File: src/rtl/cfg_bar_pkg.sv
package cfg_bar_pkg;

    localparam int unsigned DW_IDX_W  = 6;
    localparam int unsigned DATA_W    = 32;
    localparam int unsigned MAX_BARS  = 6;
    localparam int unsigned LOG2_FW   = 5;

    localparam logic [DW_IDX_W-1:0] CMD_DW_IDX  = 6'd1;
    localparam logic [DW_IDX_W-1:0] BAR0_DW_IDX = 6'd4;

    localparam int unsigned CMD_IO_BIT  = 0;
    localparam int unsigned CMD_MEM_BIT = 1;

    typedef enum logic [1:0] {
        ST_IDLE  = 2'd0,
        ST_READ  = 2'd1,
        ST_WRITE = 2'd2
    } cfg_state_e;

endpackage

File: src/rtl/cfg_access_fsm.sv
module cfg_access_fsm
    import cfg_bar_pkg::*;
(
    input  logic                 clk,
    input  logic                 rst_n,
    input  logic                 cfg_req,
    input  logic                 cfg_we,
    input  logic [DW_IDX_W-1:0]  cfg_dw,
    input  logic [DATA_W-1:0]    cfg_wdata,
    input  logic [DATA_W-1:0]    rd_word,
    output logic [DW_IDX_W-1:0]  lat_dw,
    output logic [DATA_W-1:0]    lat_wdata,
    output logic                 wr_stb,
    output logic                 cfg_ack,
    output logic [DATA_W-1:0]    cfg_rdata
);

    cfg_state_e state_q, state_d;

    // state register
    always_ff @(posedge clk) begin
        if (!rst_n) state_q <= ST_IDLE;
        else        state_q <= state_d;
    end

    // next state
    always_comb begin
        state_d = state_q;
        unique case (state_q)
            ST_IDLE: begin
                if (cfg_req && cfg_we)       state_d = ST_WRITE; // T_WR_START
                else if (cfg_req)            state_d = ST_READ;  // T_RD_START
            end
            ST_READ:  state_d = ST_IDLE;                         // T_RD_DONE
            ST_WRITE: state_d = ST_IDLE;                         // T_WR_DONE
            default:  state_d = ST_IDLE;
        endcase
    end

    // request capture, only in idle
    always_ff @(posedge clk) begin
        if (!rst_n) begin
            lat_dw    <= '0;
            lat_wdata <= '0;
        end else if (state_q == ST_IDLE && cfg_req) begin
            lat_dw    <= cfg_dw;
            lat_wdata <= cfg_wdata;
        end
    end

    assign wr_stb = (state_q == ST_WRITE);

    // outputs
    always_ff @(posedge clk) begin
        if (!rst_n) begin
            cfg_ack   <= 1'b0;
            cfg_rdata <= '0;
        end else begin
            unique case (state_q)
                ST_READ: begin
                    cfg_ack   <= 1'b1;
                    cfg_rdata <= rd_word;
                end
                ST_WRITE: begin
                    cfg_ack   <= 1'b1;
                    cfg_rdata <= '0;
                end
                default: begin
                    cfg_ack   <= 1'b0;
                    cfg_rdata <= '0;
                end
            endcase
        end
    end

endmodule

File: src/rtl/cfg_bar_slot.sv
module cfg_bar_slot
    import cfg_bar_pkg::*;
#(
    parameter bit          IS_IO    = 1'b0,
    parameter int unsigned SIZE_LOG2 = 8
) (
    input  logic              clk,
    input  logic              rst_n,
    input  logic              wr_en,
    input  logic [DATA_W-1:0] wdata,
    output logic [DATA_W-1:0] rd_val,
    input  logic              acc_valid,
    input  logic              acc_is_io,
    input  logic [DATA_W-1:0] acc_addr,
    input  logic              space_en,
    output logic              match
);

    localparam int unsigned BASE_W = DATA_W - SIZE_LOG2;
    localparam logic [DATA_W-1:0] TYPE_WORD = IS_IO ? 32'd1 : 32'd0;

    logic [BASE_W-1:0] base_q;
    logic              unused_wlow;
    logic              unused_alow;

    assign unused_wlow = ^wdata[SIZE_LOG2-1:0];
    assign unused_alow = ^acc_addr[SIZE_LOG2-1:0];

    // only the bits above the window size hold state
    always_ff @(posedge clk) begin
        if (!rst_n)     base_q <= '0;
        else if (wr_en) base_q <= wdata[DATA_W-1:SIZE_LOG2];
    end

    assign rd_val = {base_q, {SIZE_LOG2{1'b0}}} | TYPE_WORD;

    assign match = acc_valid && space_en && (acc_is_io == IS_IO)
                && (acc_addr[DATA_W-1:SIZE_LOG2] == base_q);

endmodule

File: src/rtl/cfg_bar_decode.sv
module cfg_bar_decode
    import cfg_bar_pkg::*;
#(
    parameter int unsigned                    NUM_BARS    = 3,
    parameter logic [NUM_BARS-1:0]            BAR_IO_MASK = 3'b010,
    parameter logic [NUM_BARS*LOG2_FW-1:0]    BAR_LOG2    = {5'd12, 5'd4, 5'd8}
) (
    input  logic                 clk,
    input  logic                 rst_n,
    input  logic                 cfg_req,
    input  logic                 cfg_we,
    input  logic [DW_IDX_W-1:0]  cfg_dw,
    input  logic [DATA_W-1:0]    cfg_wdata,
    output logic                 cfg_ack,
    output logic [DATA_W-1:0]    cfg_rdata,
    input  logic                 acc_valid,
    input  logic                 acc_is_io,
    input  logic [DATA_W-1:0]    acc_addr,
    output logic [NUM_BARS-1:0]  bar_hit
);

    logic [DW_IDX_W-1:0] lat_dw;
    logic [DATA_W-1:0]   lat_wdata;
    logic                wr_stb;
    logic [DATA_W-1:0]   rd_word;
    logic                io_en_q;
    logic                mem_en_q;
    logic [DATA_W-1:0]   bar_rd [NUM_BARS];
    logic [NUM_BARS-1:0] match_vec;

    cfg_access_fsm u_fsm (
        .clk       (clk),
        .rst_n     (rst_n),
        .cfg_req   (cfg_req),
        .cfg_we    (cfg_we),
        .cfg_dw    (cfg_dw),
        .cfg_wdata (cfg_wdata),
        .rd_word   (rd_word),
        .lat_dw    (lat_dw),
        .lat_wdata (lat_wdata),
        .wr_stb    (wr_stb),
        .cfg_ack   (cfg_ack),
        .cfg_rdata (cfg_rdata)
    );

    // command register
    always_ff @(posedge clk) begin
        if (!rst_n) begin
            io_en_q  <= 1'b0;
            mem_en_q <= 1'b0;
        end else if (wr_stb && lat_dw == CMD_DW_IDX) begin
            io_en_q  <= lat_wdata[CMD_IO_BIT];
            mem_en_q <= lat_wdata[CMD_MEM_BIT];
        end
    end

    for (genvar g = 0; g < NUM_BARS; g++) begin : g_bar
        localparam int unsigned SZ = int'(BAR_LOG2[g*LOG2_FW +: LOG2_FW]);
        localparam logic [DW_IDX_W-1:0] MY_DW = BAR0_DW_IDX + DW_IDX_W'(g);

        logic wr_en;
        assign wr_en = wr_stb && (lat_dw == MY_DW);

        cfg_bar_slot #(
            .IS_IO     (BAR_IO_MASK[g]),
            .SIZE_LOG2 (SZ)
        ) u_slot (
            .clk       (clk),
            .rst_n     (rst_n),
            .wr_en     (wr_en),
            .wdata     (lat_wdata),
            .rd_val    (bar_rd[g]),
            .acc_valid (acc_valid),
            .acc_is_io (acc_is_io),
            .acc_addr  (acc_addr),
            .space_en  (BAR_IO_MASK[g] ? io_en_q : mem_en_q),
            .match     (match_vec[g])
        );
    end

    // read mux; unimplemented offsets return zero
    always_comb begin
        rd_word = '0;
        if (lat_dw == CMD_DW_IDX) begin
            rd_word[CMD_IO_BIT]  = io_en_q;
            rd_word[CMD_MEM_BIT] = mem_en_q;
        end
        for (int i = 0; i < NUM_BARS; i++) begin
            if (lat_dw == BAR0_DW_IDX + DW_IDX_W'(i)) rd_word = bar_rd[i];
        end
    end

    always_ff @(posedge clk) begin
        if (!rst_n) bar_hit <= '0;
        else        bar_hit <= match_vec;
    end

endmodule

File: config.mk
export PLATFORM = sky130hd
export DESIGN_NAME = cfg_bar_decode
export DESIGN_NICKNAME = d
export VERILOG_FILES = /design/src/rtl/cfg_bar_pkg.sv /design/src/rtl/cfg_access_fsm.sv /design/src/rtl/cfg_bar_slot.sv /design/src/rtl/cfg_bar_decode.sv
export SDC_FILE = /design/constraint.sdc
export NUM_CORES = 1
export LEC_CHECK = 0
export BUFFER_PORTS_ARGS = -buffer_cell sky130_fd_sc_hd__buf_2
export CORE_MARGIN = 2
export CORE_UTILIZATION = 60
export CTS_CLUSTER_DIAMETER = 60
export DETAILED_ROUTE_END_ITERATION = 10
export PLACE_DENSITY = 0.85
export SLEW_MARGIN = 20
export SYNTH_ARGS = -nofsm -noshare
export SYNTH_HDL_FRONTEND = slang
export SYNTH_SLANG_ARGS = --single-unit
File: constraint.sdc
create_clock -name clk -period 4.3 [get_ports clk]
set_input_delay 0.43 -clock clk [delete_from_list [all_inputs] [get_ports clk]]
set_output_delay 0.43 -clock clk [all_outputs]
set_load 0.01 [all_outputs]
# [Yosys cells after proc, flatten, opt, wreduce, memory -nomap -nowiden]
# Index checks and enable logic that the tools add are counted.
[totals] regBits=150 latch_bits=0 ramBits=0 rom_bits=0 inputBits=76 output_inout_bits=36 elab_cells=58 mem_count=0
[classes] n_addsub=0 mul=0 n_div=0 n_lt_le_gt_ge=0 eq_ne=9 n_shift=0 mux=7 n_bitwise=5 n_reduce_logical=22
[op_table] op="two-way mux 32 bit" count=3
[op_table] op="equality test 28 bit" count=1
[op_table] op="equality test 24 bit" count=1
[op_table] op="equality test 20 bit" count=1
[op_table] op="equality test 6 x 3 -> 1 bit (second input constant)" count=3
[op_table] op="logical AND 1 bit" count=13
[op_table] op="equality test 6 x 1 -> 1 bit (second input constant)" count=1
[op_table] op="two-way mux 2 bit" count=3
[op_table] op="OR reduction 3 bit" count=2
[op_table] op="OR reduction 6 bit" count=1
[op_table] op="NOT 1 bit" count=5
[op_table] op="AND reduction 2 bit" count=2
[op_table] op="OR reduction 4 bit" count=1
[op_table] op="equality test 2 x 1 -> 1 bit (second input constant)" count=1
[op_table] op="equality test 2 bit (second input constant)" count=1
[op_table] op="zero test 2 bit" count=1
[op_table] op="nonzero test 2 bit" count=1
[op_table] op="OR reduction 2 bit" count=1
[op_table] op="two-way mux 1 bit" count=1

# [Depth between registers and ports, before layout]
[logic_depth] ltp_word=5 ltp_mapped=8 mapped_depth_nobuf=6

# [Hierarchy]
# Synthesis repeated with hierarchy kept, for this count alone.
[unflattened] hier_cells=784 area_unflattened_um2=7354.6
[modules_own_cells] module="cfg_access_fsm" instances=1 cells_each=259 area_per_inst_um2=2549.9 seq_area_each_um2=1461.4
[modules_own_cells] module="cfg_bar_slot (g_bar[1].u_slot)" instances=1 cells_each=133 area_per_inst_um2=1391.3 seq_area_each_um2=560.5
[modules_own_cells] module="cfg_bar_slot (g_bar[0].u_slot)" instances=1 cells_each=119 area_per_inst_um2=1231.2 seq_area_each_um2=480.5
[modules_own_cells] module="cfg_bar_decode" instances=1 cells_each=168 area_per_inst_um2=1111.1 seq_area_each_um2=100.1
[modules_own_cells] module="cfg_bar_slot (g_bar[2].u_slot)" instances=1 cells_each=105 area_per_inst_um2=1071.0 seq_area_each_um2=400.4

# [Worst setup path before layout]
# OpenSTA, ideal clock, no wires.
[synth_path] kind="register to register" from="reg u_fsm.lat_dw[1]" to="reg u_fsm.cfg_rdata[21]" setup_ps=74 arrival_ps=1549 t_required_ps=4226 slack_ps=2676 stages_incl_launch_ff=6 path_buffers=1 synth_period_minus_slack_ps=1624 path_cell_list="dfxtp_1 or4b_4 nor3_4 buf_6 a221oi_2 nor3_2"
[synth_via] elab_chain_len=4 word_cells_on_any_way=6 cone_classes="3 x eq/ne; 3 x mux"
[synth_lines] element="start, declared" line="cfg_access_fsm.sv:11" rtl="output logic [DW_IDX_W-1:0] lat_dw,"
[synth_lines] element="start signal, assigned" line="cfg_access_fsm.sv:46" rtl="lat_dw <= cfg_dw;"
[synth_lines] element="equality test 6 x 3 -> 1 bit" line="cfg_bar_decode.sv:89" rtl="if (lat_dw == BAR0_DW_IDX + DW_IDX_W'(i)) rd_word = bar_rd[i];"
[synth_lines] element="two-way mux 32 bit (2 in a row)" line="cfg_bar_decode.sv:89"
[synth_lines] element="two-way mux 32 bit *" line="cfg_bar_decode.sv:89"
[synth_lines] element="end signal, assigned" line="cfg_access_fsm.sv:62" rtl="cfg_rdata <= rd_word;"
[synth_lines] element="end, declared" line="cfg_access_fsm.sv:15" rtl="output logic [DATA_W-1:0] cfg_rdata"
# Mark *: on every way between the ends. The rest lies on a longest branch, timed or not.
# A chain may end at the register's enable or synchronous reset.

# [Final worst setup path]
[layout_path] from="reg u_fsm.lat_dw[1]" to="reg u_fsm.cfg_rdata[12]"
# The elaborated chain is that of the path after synthesis.

==> results.json <==
{
  "fin_area_mm2": 0.00754,
  "synth-main-ff-cell": "dfxtp_1",
  "fin_crit_ns": 2.43,
  "crit_buf_inv": 0,
  "clock_skew_ns": 0.0139,
  "globalplace.congestion": 0.900,
  "drc": 0,
  "synth_enable_flop_cells": 0,
  "grt_max_degree": 88,
  "row_count": 37,
  "wirelength_um": 16500,
  "finalSetupViolations": 0,
  "ys_top_cells_by_area": "dfxtp_1 (45%), nand2_1 (7.5%), xor2_1 (7.0%), nand3_1 (4.3%), a21boi_0 (4.2%)",
  "hold_viol_final": 0,
  "via_per_inst": 5.73,
  "finalMaxSlewViolations": 0,
  "wl_per_cell_um": 17.5,
  "required_ns": 4.75,
  "die_x_um": 108,
  "nets": 873,
  "overflow": 0,
  "ys_types": 41,
  "cts_tree": "done",
  "die_h_um": 108,
  "antenna_found_initial": 0,
  "ys_top_cells_by_count": "dfxtp_1 (146), nand2_1 (129), nand3_1 (56)",
  "path_cells": "or4b_4 -> nor2_4 -> a221oi_1 -> nor3_1",
  "clock_latency_ns": 0.54,
  "io_buffers": 103,
  "syn_avg_cell_area_um2": 9.08,
  "yosysSeqAreaShare_pct": 45.1,
  "clock_path_buffers": 2,
  "grt_pass1_vias": 5215,
  "cts_hold_buf": 0,
  "synth_top_area_share_pct": 45.1,
  "whs_ns": 0.0908,
  "firstDrtPassIters": 5,
  "rsz0062_at_grt": "no",
  "p_leak_uw": 0.00301,
  "layout-drive-gt1-share_pct": 22.3,
  "yosys_warnings": 0,
  "critPathLaunchType": "flop",
  "areaGrowthSynthToFinish_pct": 16.2,
  "slew_headroom_pct": 34.1,
  "crit_type": "flop to flop",
  "max_stage_delay_ns": 0.80,
  "maxCapViolations": 0,
  "cts_sinks": 146,
  "irDropWorstVdd_mv": 0.194,
  "power_density_mw_per_mm2": 404,
  "arrival_ns": 2.88,
  "dr_total_vias": 5399,
  "grt_util_all_layers_pct": 29.7,
  "cp-end-kind": "flop",
  "dp.final_hpwl_um": 10800,
  "syn_inst": 714,
  "status": "finished, final reports clean",
  "io-pin-count": 112,
  "synth.most_common_cell": "dfxtp_1",
  "clkTransAtPathRegs_ns": 0.06,
  "synthArstFlopShare_pct": 0,
  "drtIter0Drc": 391,
  "root_buffer": "clkbuf_8",
  "fmax_mhz": 412,
  "path_max_fanout": 29,
  "cp_slowest_cell": "nor2_4",
  "ctsResizeCount": 0,
  "tns_ns": 0,
  "netlist_area_mm2": 0.00649,
  "worst_pin_slew_ns": 0.987,
  "post-cts-setup-buffers": 0,
  "finalCritPeriodShare_pct": 56.5,
  "dpl-instance-area_mm2": 0.00696,
  "cts_buffers": 17,
  "coreArea_mm2": 0.0104,
  "drtAntennaViolNets": 0,
  "hp-class": "input pin to flop",
  "die_area_mm2": 0.0117,
  "cpLargestDelayFamily": "simple AND/OR/NAND/NOR gates",
  "insertedDiodeCount": 0,
  "cts.htree.levels": 4,
  "grt_pass1_wl_um": 26300,
  "fin_util_pct": 72.4,
  "ys_ff_latch": 146,
  "synth_top_area_cell": "dfxtp_1",
  "start_util_pct": 62.3
}
[report_power, final]
| group | internal (uW) | switching, uW |
|---|---|---|
| sequential | 1380 | 26.4 |
| combinational | 75.1 | 132 |
| clock | 884 | 551 |
| total | 2340 | 709 |
[state kept, by name (all words and copies together), names as in the netlist]
| register | flops |
|---|---|
| g_bar.u_slot.base_q | 72 |
| u_fsm.cfg_rdata | 30 |
| u_fsm.lat_wdata | 30 |
| u_fsm.lat_dw | 6 |
| bar_hit | 3 |
| u_fsm.state_q | 2 |
| io_en_q | 1 |
| mem_en_q | 1 |
| u_fsm.cfg_ack | 1 |
[final timing paths]
check,depth (start not counted),endpoint,slack (ns),startpoint
worst max register to register,4,u_fsm.cfg_rdata[12],1.87,u_fsm.lat_dw[1]
worst min register to register,2,u_fsm.lat_wdata[0],0.46,u_fsm.lat_wdata[0]
worst max-delay path,4,u_fsm.cfg_rdata[12],1.87,u_fsm.lat_dw[1]
worst min-delay path,2,u_fsm.state_q[0],0.09,cfg_we
[metrics by stage]
stage,setup WS [ns],power (uW),instances
finish,1.87,3050,943
floorplan,2.68,1550,715
global placement,2.07,1630,911
CTS,1.94,3050,943
detailed placement,2.01,1640,911
global route,1.76,3140,943
[kinds of logic (layout without fill, tap and decap cells)]
family | after synthesis | after routing | share of synthesized area (%)
mux | 21 | 21 | 3.24
simple gates | 300 | 300 | 23.2
buf+inv | 55 | 147 | 4.84
other cells | 1 | 2 | 0.0578
compound gates | 116 | 116 | 13.3
flops | 146 | 146 | 45.1
fa+ha+maj | 3 | 3 | 0.579
xor+xnor | 72 | 72 | 9.72
[layout by cell type, fill, tap and decap left out, types with 20 or more instances in the layout]
master    instances
dfxtp_1         146
mux2i_1          21
xor2_1           52
xnor2_1          20
a21boi_0         36
nand2_1         128
nor2b_1          20
o21ai_1          37
nor2_1           30
nand3_1          56
buf_2           102
[routing by layer]
layer / GRT usage [%] / wire [um] / up-vias
met2: 50.2 / 8050 / 239
met1: 35.8 / 6760 / 2510
met4: 13.9 / 527 / 0
li1: - / - / 2600
met3: 6.99 / 1190 / 50
met5: 0 / 0 / -
[final cells by class]
cell class	instances	area [um2]
clock buffers	23	477
clock inverters	9	104
fillers	754	2880
inverters	3	11.3
multi-input cells	514	3270
flip-flops and latches	146	2920
well taps	136	170
repair buffers	112	586
No activity file was read; power rests on OpenSTA's default activity.
